### src/rtl/cpr_pkg.sv
package cpr_pkg;
    localparam int DW  = 32;
    localparam int NSH = 10;   // shared slots
    localparam int NTR = 4;    // per-thread slots
    localparam int NVR = 2;    // per-VPE slots

    typedef logic [7:0]    cpr_idx_t;
    typedef logic [DW-1:0] cpr_word_t;

    localparam cpr_idx_t IDX_INDEX  = 8'h00;
    localparam cpr_idx_t IDX_MVPCFG = 8'h02;
    localparam cpr_idx_t IDX_VPECTL = 8'h09;
    localparam cpr_idx_t IDX_VPECFG = 8'h0A;
    localparam cpr_idx_t IDX_TSTAT  = 8'h11;
    localparam cpr_idx_t IDX_TBIND  = 8'h12;
    localparam cpr_idx_t IDX_THALT  = 8'h14;
    localparam cpr_idx_t IDX_STATUS = 8'h60;
    localparam cpr_idx_t IDX_INTCTL = 8'h61;
    localparam cpr_idx_t IDX_SRSCTL = 8'h62;
    localparam cpr_idx_t IDX_CAUSE  = 8'h68;
    localparam cpr_idx_t IDX_PRID   = 8'h78;
    localparam cpr_idx_t IDX_EBASE  = 8'h79;
    localparam cpr_idx_t IDX_CFG1   = 8'h81;
    localparam cpr_idx_t IDX_CFG3   = 8'h83;
    localparam cpr_idx_t IDX_LLADDR = 8'h88;

    localparam int TSTAT_ACT   = 15;
    localparam int TSTAT_DYN   = 16;
    localparam int HALT_BIT    = 0;
    localparam int BIND_TC_LSB = 21;
    localparam int MVP_TCA     = 15;
    localparam int MVP_NV_LSB  = 10;
    localparam int PRID_SLOT   = 5;

    localparam cpr_word_t STATUS_RST = 32'h0040_0004;

    function automatic cpr_idx_t sh_idx(input int i);
        case (i)
            0: return IDX_INDEX;   1: return IDX_MVPCFG;
            2: return IDX_INTCTL;  3: return IDX_SRSCTL;
            4: return IDX_CAUSE;   5: return IDX_PRID;
            6: return IDX_EBASE;   7: return IDX_CFG1;
            8: return IDX_CFG3;    default: return IDX_LLADDR;
        endcase
    endfunction

    function automatic cpr_word_t sh_mask(input int i);
        case (i)
            0: return 32'h7FFF_FFFF;
            2: return 32'h0000_03E0;
            3: return 32'h0000_F3C0;
            4: return 32'h08C0_0300;
            6: return 32'h3FFF_F000;
            default: return '0;
        endcase
    endfunction

    function automatic cpr_word_t sh_rst(input int i, input cpr_word_t mvp,
                                         input cpr_word_t prid, input cpr_word_t cfg1,
                                         input cpr_word_t cfg3);
        case (i)
            1: return mvp;
            5: return prid;
            6: return 32'h8000_0000;
            7: return cfg1;
            8: return cfg3;
            default: return '0;
        endcase
    endfunction

    function automatic cpr_idx_t tr_idx(input int j);
        case (j)
            0: return IDX_STATUS;  1: return IDX_TSTAT;
            2: return IDX_TBIND;   default: return IDX_THALT;
        endcase
    endfunction

    function automatic cpr_word_t tr_mask(input int j, input int vpe_w);
        case (j)
            0: return 32'hFF78_FF17;
            1: return '1;
            2: return cpr_word_t'((64'd1 << vpe_w) - 64'd1);
            default: return cpr_word_t'(1) << HALT_BIT;
        endcase
    endfunction

    function automatic cpr_word_t tr_rst(input int j, input int t);
        case (j)
            0: return STATUS_RST;
            1: return (t == 0) ? (cpr_word_t'(1) << TSTAT_ACT) : (cpr_word_t'(1) << TSTAT_DYN);
            2: return cpr_word_t'(t) << BIND_TC_LSB;
            default: return '0;
        endcase
    endfunction

    function automatic cpr_idx_t vr_idx(input int k);
        return (k == 0) ? IDX_VPECTL : IDX_VPECFG;
    endfunction

    function automatic cpr_word_t vr_mask(input int k);
        return (k == 0) ? '1 : '0;
    endfunction

    function automatic cpr_word_t vr_rst(input int k, input int v);
        return (k == 1 && v == 0) ? 32'h0000_0002 : '0;
    endfunction
endpackage

### src/rtl/cpr_slot.sv
module cpr_slot
    import cpr_pkg::*;
#(
    parameter cpr_word_t MASK = '1,
    parameter cpr_word_t RST  = '0
) (
    input  logic      clk,
    input  logic      rst_n,
    input  logic      wr_msk,
    input  logic      wr_raw,
    input  cpr_word_t wdata,
    output cpr_word_t q
);
    // raw beats masked; masked merges under the writable mask
    always_ff @(posedge clk) begin
        if (!rst_n)
            q <= RST;
        else if (wr_raw)
            q <= wdata;
        else if (wr_msk)
            q <= (wdata & MASK) | (q & ~MASK);
    end
endmodule

### src/rtl/cpr_run_fsm.sv
module cpr_run_fsm #(
    parameter int NUM_TC = 4
) (
    input  logic              clk,
    input  logic              rst_n,
    input  logic              upd_req,
    input  logic [NUM_TC-1:0] act,
    input  logic [NUM_TC-1:0] hlt,
    output logic [NUM_TC-1:0] run_en,
    output logic              pend
);
    localparam logic [NUM_TC-1:0] RUN_RST = NUM_TC'(1);

    typedef enum logic [0:0] {ST_IDLE, ST_PEND} upd_state_e;
    upd_state_e state_q, state_d;

    always_ff @(posedge clk) begin
        if (!rst_n) state_q <= ST_IDLE;
        else        state_q <= state_d;
    end

    always_comb begin
        state_d = state_q;
        unique case (state_q)
            ST_IDLE: if (upd_req) state_d = ST_PEND;
            ST_PEND: state_d = upd_req ? ST_PEND : ST_IDLE;
            default: state_d = ST_IDLE;
        endcase
    end

    always_ff @(posedge clk) begin
        if (!rst_n)
            run_en <= RUN_RST;
        else begin
            unique case (state_q)
                ST_PEND: run_en <= act & ~hlt;
                default: run_en <= run_en;
            endcase
        end
    end

    assign pend = (state_q == ST_PEND);
endmodule

### src/rtl/cpr_regfile.sv
module cpr_regfile
    import cpr_pkg::*;
#(
    parameter int        NUM_TC   = 4,
    parameter int        NUM_VPE  = 2,
    parameter cpr_word_t PRID_VAL = 32'h0001_9300,
    parameter cpr_word_t CFG1_VAL = 32'h9E19_0C8F,
    parameter cpr_word_t CFG3_VAL = 32'h0000_0020,
    localparam int       TC_W     = (NUM_TC > 1) ? $clog2(NUM_TC) : 1,
    localparam int       VPE_W    = (NUM_VPE > 1) ? $clog2(NUM_VPE) : 1
) (
    input  logic              clk,
    input  logic              rst_n,
    input  logic [TC_W-1:0]   ctx,
    input  logic [7:0]        rd_idx,
    output logic [DW-1:0]     rd_data,
    input  logic [7:0]        wr_idx,
    input  logic [DW-1:0]     wr_data,
    input  logic              wr_msk_en,
    input  logic              wr_raw_en,
    output logic [NUM_TC-1:0] run_en
);
    localparam cpr_word_t MVP_RST = (cpr_word_t'(1) << MVP_TCA)
                                  | (cpr_word_t'(NUM_VPE - 1) << MVP_NV_LSB)
                                  | cpr_word_t'(NUM_TC - 1);

    cpr_word_t sh_q [NSH];
    cpr_word_t tr_q [NUM_TC][NTR];
    cpr_word_t vr_q [NUM_VPE][NVR];

    logic              raw_w, msk_w, ctx_ok, upd_pend;
    logic [TC_W-1:0]   ctx_sel;
    logic [VPE_W-1:0]  vfield, cur_vpe;
    logic [NUM_TC-1:0] act_vec, hlt_vec;

    assign raw_w   = wr_raw_en;
    assign msk_w   = wr_msk_en & ~wr_raw_en;
    assign ctx_ok  = (int'(ctx) < NUM_TC);
    assign ctx_sel = ctx_ok ? ctx : '0;
    assign vfield  = tr_q[ctx_sel][2][VPE_W-1:0];
    assign cur_vpe = (int'(vfield) < NUM_VPE) ? vfield : '0;

    for (genvar i = 0; i < NSH; i++) begin : g_sh
        logic hit;
        assign hit = (wr_idx == sh_idx(i));
        cpr_slot #(
            .MASK(sh_mask(i)),
            .RST (sh_rst(i, MVP_RST, PRID_VAL, CFG1_VAL, CFG3_VAL))
        ) u_slot (
            .clk(clk), .rst_n(rst_n),
            .wr_msk(msk_w & hit), .wr_raw(raw_w & hit),
            .wdata(wr_data), .q(sh_q[i])
        );
    end

    for (genvar t = 0; t < NUM_TC; t++) begin : g_tc
        for (genvar j = 0; j < NTR; j++) begin : g_reg
            logic hit;
            assign hit = ctx_ok && (ctx == TC_W'(t)) && (wr_idx == tr_idx(j));
            cpr_slot #(
                .MASK(tr_mask(j, VPE_W)),
                .RST (tr_rst(j, t))
            ) u_slot (
                .clk(clk), .rst_n(rst_n),
                .wr_msk(msk_w & hit), .wr_raw(raw_w & hit),
                .wdata(wr_data), .q(tr_q[t][j])
            );
        end
        assign act_vec[t] = tr_q[t][1][TSTAT_ACT];
        assign hlt_vec[t] = tr_q[t][3][HALT_BIT];
    end

    for (genvar v = 0; v < NUM_VPE; v++) begin : g_vpe
        for (genvar k = 0; k < NVR; k++) begin : g_reg
            logic hit;
            assign hit = ctx_ok && (cur_vpe == VPE_W'(v)) && (wr_idx == vr_idx(k));
            cpr_slot #(
                .MASK(vr_mask(k)),
                .RST (vr_rst(k, v))
            ) u_slot (
                .clk(clk), .rst_n(rst_n),
                .wr_msk(msk_w & hit), .wr_raw(raw_w & hit),
                .wdata(wr_data), .q(vr_q[v][k])
            );
        end
    end

    always_comb begin
        rd_data = '0;
        for (int i = 0; i < NSH; i++)
            if (rd_idx == sh_idx(i)) rd_data = sh_q[i];
        if (ctx_ok) begin
            for (int j = 0; j < NTR; j++)
                if (rd_idx == tr_idx(j)) rd_data = tr_q[ctx_sel][j];
            for (int k = 0; k < NVR; k++)
                if (rd_idx == vr_idx(k)) rd_data = vr_q[cur_vpe][k];
        end
    end

    cpr_run_fsm #(.NUM_TC(NUM_TC)) u_fsm (
        .clk(clk), .rst_n(rst_n), .upd_req(msk_w),
        .act(act_vec), .hlt(hlt_vec), .run_en(run_en), .pend(upd_pend)
    );
endmodule

### config.mk
export PLATFORM = sky130hd
export DESIGN_NAME = cpr_regfile
export DESIGN_NICKNAME = d
export VERILOG_FILES = /design/src/rtl/cpr_pkg.sv /design/src/rtl/cpr_slot.sv /design/src/rtl/cpr_run_fsm.sv /design/src/rtl/cpr_regfile.sv
export SDC_FILE = /design/constraint.sdc
export NUM_CORES = 2
export LEC_CHECK = 0
export ABC_AREA = 0
export BUFFER_PORTS_ARGS = -buffer_cell sky130_fd_sc_hd__buf_2
export CAP_MARGIN = 0
export CORE_MARGIN = 2
export CORE_UTILIZATION = 35
export DETAILED_ROUTE_END_ITERATION = 12
export GPL_TIMING_DRIVEN = 0
export SYNTH_ARGS = -nofsm -noshare
export SYNTH_HDL_FRONTEND = slang
export SYNTH_HIERARCHICAL = 1
export SYNTH_SLANG_ARGS = --single-unit
### constraint.sdc
create_clock -name clk -period 3.1 [get_ports clk]
set_clock_uncertainty 0.1 [all_clocks]
set_input_delay 0 -clock clk [delete_from_list [all_inputs] [get_ports clk]]
set_output_delay 0 -clock clk [all_outputs]
set_load 0.1 [all_outputs]
# --- Word level (Yosys, flattened, before mapping) ---
# Cells that the tools add are included.
op_classes:
  n_lt_le_gt_ge: 2
  eq_ne: 33
  muxes: 69
  n_bitwise: 77
  reduce_logical: 46
ops:
  columns: ["cell", "count"]
  rows:
  - ["$mux W32", 62]
  - ["$bmux W128 S2", 1]
  - ["$mux W128", 2]
  - ["$or A1 B32 Y32", 8]
  - ["$mux W64", 3]
  - ["$or A32 B24 Y32", 4]
  - ["$eq A8 B7 Y1 const B", 12]
  - ["$and A1 B1 Y1", 54]
  - ["$eq A8 B5 Y1 const B", 6]
  - ["$eq A8 B8 Y1 const B", 6]
  - ["$reduce_bool A2 Y1", 23]
  - ["$eq A8 B4 Y1 const B", 4]
  - ["$or A10 B32 Y32", 1]
  - ["$or A16 B32 Y32", 1]
  - ["$or A28 B32 Y32", 1]
  - ["$or A30 B32 Y32", 1]
  - ["$or A31 B32 Y32", 1]
  - ["$logic_and A1 B1 Y1", 20]
  - ["$eq A8 B2 Y1 const B", 2]
  - ["$logic_not A8 Y1", 2]
  - ["$and A4 B4 Y4", 1]
  - ["$eq A2 B2 Y1 const B", 2]
  - ["$not A4 Y4", 1]
  - ["$ge A3 B3 Y1 const B", 1]
  - ["7 further kinds", 8]
word_totals:
  reg_bits: 965
  input_bits: 54
  word_cells: 259

# --- Logic depth before layout (Yosys ltp) ---
logic_depth:
  ltp_word: 17
  ltp_mapped: 11
  ltp_nobuf: 6

# --- Hierarchy ---
# Netlist, hierarchy kept.
by_module_without_submodules:
  columns: ["mod", "instances", "cells_each", "area_per_inst_um2", "seq_area_each_um2"]
  rows:
  - ["cpr_regfile", 1, 1097, 8692.1, 0.0]
  - ["cpr_slot (g_tc[0].g_reg[2].u_slot ...)", 5, 104, 1246.2, 640.6]
  - ["cpr_slot (g_tc[0].g_reg[0].u_slot ...)", 4, 135, 1272.5, 640.6]
  - ["cpr_slot (g_tc[0].g_reg[1].u_slot ...)", 4, 145, 1268.7, 640.6]
  - ["cpr_slot (g_vpe[0].g_reg[0].u_slot ...)", 2, 147, 1283.7, 640.6]
  - ["cpr_slot (g_sh[2].u_slot ...)", 2, 110, 1256.2, 640.6]
  - ["cpr_slot (g_sh[9].u_slot ...)", 2, 103, 1243.7, 640.6]
  - ["cpr_slot (g_tc[1].g_reg[2].u_slot ...)", 2, 104, 1243.7, 640.6]
  - ["cpr_slot (g_sh[8].u_slot ...)", 2, 103, 1241.2, 640.6]
  - ["cpr_slot (g_sh[6].u_slot)", 1, 129, 1292.5, 640.6]
  - ["cpr_slot (g_sh[0].u_slot)", 1, 145, 1276.2, 640.6]
  - ["cpr_slot (g_sh[3].u_slot)", 1, 115, 1273.7, 640.6]
  - ["cpr_slot (g_tc[3].g_reg[2].u_slot)", 1, 104, 1241.2, 640.6]
  - ["cpr_slot (g_sh[1].u_slot)", 1, 103, 1233.7, 640.6]
  - ["3 more rows", null, null, null, null]

# --- Least setup slack after synthesis ---
# No wires, ideal clock.
synth_path:
  path_type: "input -> output"
  start: "in rd_idx[3]"
  end: "out rd_data[24]"
  arrival_ps: 4832
  required_ps: 3000
  slack_ps: -1832
  stages: 7
  path_cell_list: "buf_2 clkbuf_1 nor4b_1 clkbuf_1 clkbuf_1 a21oi_1 o311ai_0"
synth_between:
  elab_chain_cells: 17
  word_cells_on_any_way: 32
synth_rtl:
  columns: ["element", "line", "rtl"]
  rows:
  - ["start, declared", "cpr_regfile.sv:15", "input logic [7:0] rd_idx,"]
  - ["$logic_not A8 Y1", "cpr_regfile.sv:91", "if (rd_idx == sh_idx(i)) rd_data = sh_q[i];"]
  - ["$mux W32 (10 in series)", "cpr_regfile.sv:91", null]
  - ["$mux W32 (4 in series)", "cpr_regfile.sv:94", "if (rd_idx == tr_idx(j)) rd_data = tr_q[ctx_sel][j];"]
  - ["$mux W32", "cpr_regfile.sv:96", "if (rd_idx == vr_idx(k)) rd_data = vr_q[cur_vpe][k];"]
  - ["$mux W32 *", "cpr_regfile.sv:96", null]
  - ["end, declared", "cpr_regfile.sv:16", "output logic [DW-1:0] rd_data,"]
# Every way passes the cells marked *; elsewhere a longest branch is shown, timed or not.

# --- Final worst setup path ---
layout_path:
  start: "reg g_tc[2].g_reg[0].u_slot.q[20]"
  end: "out rd_data[20]"
layout_between:
  elab_chain_cells: 9
layout_rtl:
  columns: ["element", "line", "rtl"]
  rows:
  - ["start, declared", "cpr_slot.sv:12", "output cpr_word_t q"]
  - ["start signal, assigned", "cpr_slot.sv:19", "q <= wdata;"]
  - ["start signal, assigned", "cpr_slot.sv:21", "q <= (wdata & MASK) | (q & ~MASK);"]
  - ["$bmux W128 S2", "cpr_regfile.sv:94", null]
  - ["$mux W128 (2 in series)", null, null]
  - ["$mux W32 (4 in series)", "cpr_regfile.sv:94", null]
  - ["$mux W32 (2 in series)", "cpr_regfile.sv:96", null]
# Every way passes these cells. The select of a mux whose other input is x is not followed.

==> results.sh <==
export IMPL_result_of_the_run="complete, but fails checks"
export IMPL_violated_checks="negative setup slack"
export IMPL_grt_use_total=0.2821
export IMPL_worst_path_largest_cell_delay_ps=800
export IMPL_most_common_cell_after_layout_fill_and_taps_aside="sky130_fd_sc_hd__dfxtp_1"
export IMPL_number_of_cells_in_the_finished_layout_apart_from_fillers=6763
export IMPL_final_cell_area_sq_um=55000
export IMPL_drt_wirelength_per_cell_um=29.38
export IMPL_grt_overflow_total=0
export IMPL_dp_cells=6525
export IMPL_crit_type="reg2out"
export IMPL_area_delta_synth_final_pct=18.22
export IMPL_grt_setup_unrepaired="true"
export IMPL_start_util=0.3534
export IMPL_vdd_ir_drop_worst_mv=0.4986
export IMPL_critical_path_top_delay_family="compound AO/OA/AOI/OAI gates"
export IMPL_post_route_cells_drive_above_1_share=0.1886
export IMPL_first_pass_iters=8
export IMPL_clk_pin_slew_worst_paths_ps=60
export IMPL_timing_critical_path_slowest_stage_cell="sky130_fd_sc_hd__a222oi_1"
export IMPL_viasPerCell=5.853
export IMPL_final_hold_violation_count=0
export IMPL_max_cap_violations=0
export IMPL_fp_dieArea_sq_um=135900
export IMPL_num_vias=39583
export IMPL_setup_worst_path_end_class="primary output"
export IMPL_remaining_max_slew_budget_at_the_tightest_pin=0.01846
export IMPL_yosys_warnings=6
export IMPL_power_density_nw_per_um2=497.9
export IMPL_critPathArrivalTime_ps=3070
export IMPL_multi_input_area_sq_um=25190
export IMPL_critical_path_cell_chain="mux4_2 -> a222oi_1 -> and3_1 -> o31ai_4 -> buf_6"
export IMPL_post_synth_instance_area_sq_um=46520
export IMPL_number_of_antenna_violations_at_the_first_check_in_global_routing=8
export IMPL_grt_pass1_vias=37138
export IMPL_worst_hold_slack_ps=42.91
export IMPL_postLayoutSetupSlackWorst_ps=-71.71
export IMPL_syn_avg_cell_area_sq_um=9.934
export IMPL_max_freq_mhz=315.3
export IMPL_placedInstanceArea_sq_um=49420
export IMPL_worst_skew_pair_late_latency_ps=740
export IMPL_finalCriticalPeriod_ps=3172
export IMPL_cts_made_buffers=107
export IMPL_post_route_period_util=1.023
export IMPL_cts_root_buffer_cell="sky130_fd_sc_hd__clkbuf_16"
export IMPL_floorplan_io_pins=90
export IMPL_cts_max_level=3
export IMPL_netlist_instances=4683
export IMPL_crit_fanout=2
export IMPL_mostFrequentLayoutCells="sky130_fd_sc_hd__dfxtp_1, sky130_fd_sc_hd__mux2i_1, sky130_fd_sc_hd__nor2b_1"
export IMPL_core_rowCount=133
export IMPL_cts_tree="done"
export IMPL_finalSetupViolCount=23
export IMPL_grt_pass1_wl_um=278500
export IMPL_drt_drc_violations_left=0
export IMPL_io_buffers=84
export IMPL_first_iter_violations=4983
export IMPL_ff_latch_area_sq_um=19320
export IMPL_globalplace_congestion=0.9927
export IMPL_start_kind="flop"
export IMPL_min_delay_path_depth=3
export IMPL_reg2regPathDepth=10
export IMPL_wl_um=198700
export IMPL_min_path_type="in2reg"
export IMPL_grt_start_max_net_pins=93
export IMPL_number_of_sinks_handled_by_clock_tree_synthesis=965
export IMPL_clk_path_buf_depth=3
export IMPL_die_h_um=368.6
export IMPL_critPathRequiredTime_ps=3000
export IMPL_detailed_place_hpwl_um=137100
export IMPL_buf_inv_stages_crit_path=1
export IMPL_worst_path_stages=5
export IMPL_die_width_um=368.6
export IMPL_mappedNetlistNets=4737
export IMPL_finalNetCount=4979
export IMPL_fin_tns_setup_ps=-656.6
export IMPL_nFillCells=12856
export IMPL_floorplan_core_area_sq_um=131600
export IMPL_post_detailed_route_count_of_antenna_violating_nets=0
export IMPL_final_max_slew_violation_count=0
export IMPL_total_leakage_power_nw=17.16
export IMPL_worst_pin_slew_ps=1472
==> state kept, by name, indices dropped and copies added, names as in the netlist <==
register / flops
g_sh.u_slot/q: 320
g_tc.g.u_slot/q: 512
u_fsm/pend: 1
g_vpe.g.u_slot/q: 128
u_fsm/run_en: 4
==> worst register-to-register path, stage by stage (launching register included) <==
cell and delay (ps):
sky130_fd_sc_hd__dfxtp_1 330, sky130_fd_sc_hd__mux2i_4 260, sky130_fd_sc_hd__mux2i_4 130, sky130_fd_sc_hd__buf_12 160, sky130_fd_sc_hd__clkbuf_8 200, sky130_fd_sc_hd__clkbuf_4 250, sky130_fd_sc_hd__nor2_1 130, sky130_fd_sc_hd__clkbuf_1 320
sky130_fd_sc_hd__buf_2 290, sky130_fd_sc_hd__o211ai_1 120, sky130_fd_sc_hd__o21ai_1 150
==> path summary, 6_finish.rpt <==
path,to,slack (ps),startpoint
setup reg to reg,g_vpe[0].g_reg[0].u_slot/q[18]$_SDFFE_PN0P_,560,g_tc[1].g_reg[2].u_slot/q[0]$_SDFFE_PN0P_
setup / recovery,rd_data[20],-70,g_tc[2].g_reg[0].u_slot/q[20]$_SDFFE_PN0P_
hold reg to reg,g_sh[4].u_slot/q[23]$_SDFFE_PN0P_,350,g_sh[4].u_slot/q[23]$_SDFFE_PN0P_
hold / removal,g_tc[2].g_reg[1].u_slot/q[0]$_SDFFE_PN0P_,40,wr_data[0]
==> layout make-up <==
| cell class | instances | share of cell area |
|---|---|---|
| clock inverters | 35 | 0.008873 |
| repair buffers | 140 | 0.02161 |
| diodes | 2 | 0.00009100 |
| well taps | 1755 | 0.03993 |
| flip-flops and latches | 965 | 0.3513 |
| plain buffers | 433 | 0.06175 |
| clock buffers | 155 | 0.05706 |
| multi-input cells | 3258 | 0.4580 |
| inverters | 20 | 0.001365 |
==> timing repair <==
item	in CTS	in global routing
endpoints found under the setup margin	608	64
endpoints found under the hold margin	338	0
setup buffers	20	1
resized for setup	355	74
hold buffers	32	0
pin swaps	25	14
==> where the power goes <==
group          internal, mW  switching, mW
logic                 0.439           1.30
registers              12.4        0.00840
clock network          7.63           5.60
==> per-stage QoR <==
step	power (mW)	setup WS, ps	utilization
2_1_floorplan	13.40	-655.7	-
3_3_place_gp	14.27	-1854	0.3750
3_5_place_dp	14.28	-1851	0.3755
4_1_cts	27.40	-84.34	0.4161
5_1_grt	28.03	-23.39	0.4178
6_report	27.38	-71.71	0.4178
==> per-layer routing <==
metal	share of wire	vias up	wire [um]	GRT usage
li1	-	17416	-	-
met1	0.44	19710	87370	0.4030
met2	0.42	2071	83080	0.4119
met3	0.096	380	19140	0.05810
met4	0.046	6	9061	0.1138
met5	0.00021	-	41	0
(Power assumes the default switching activity.)
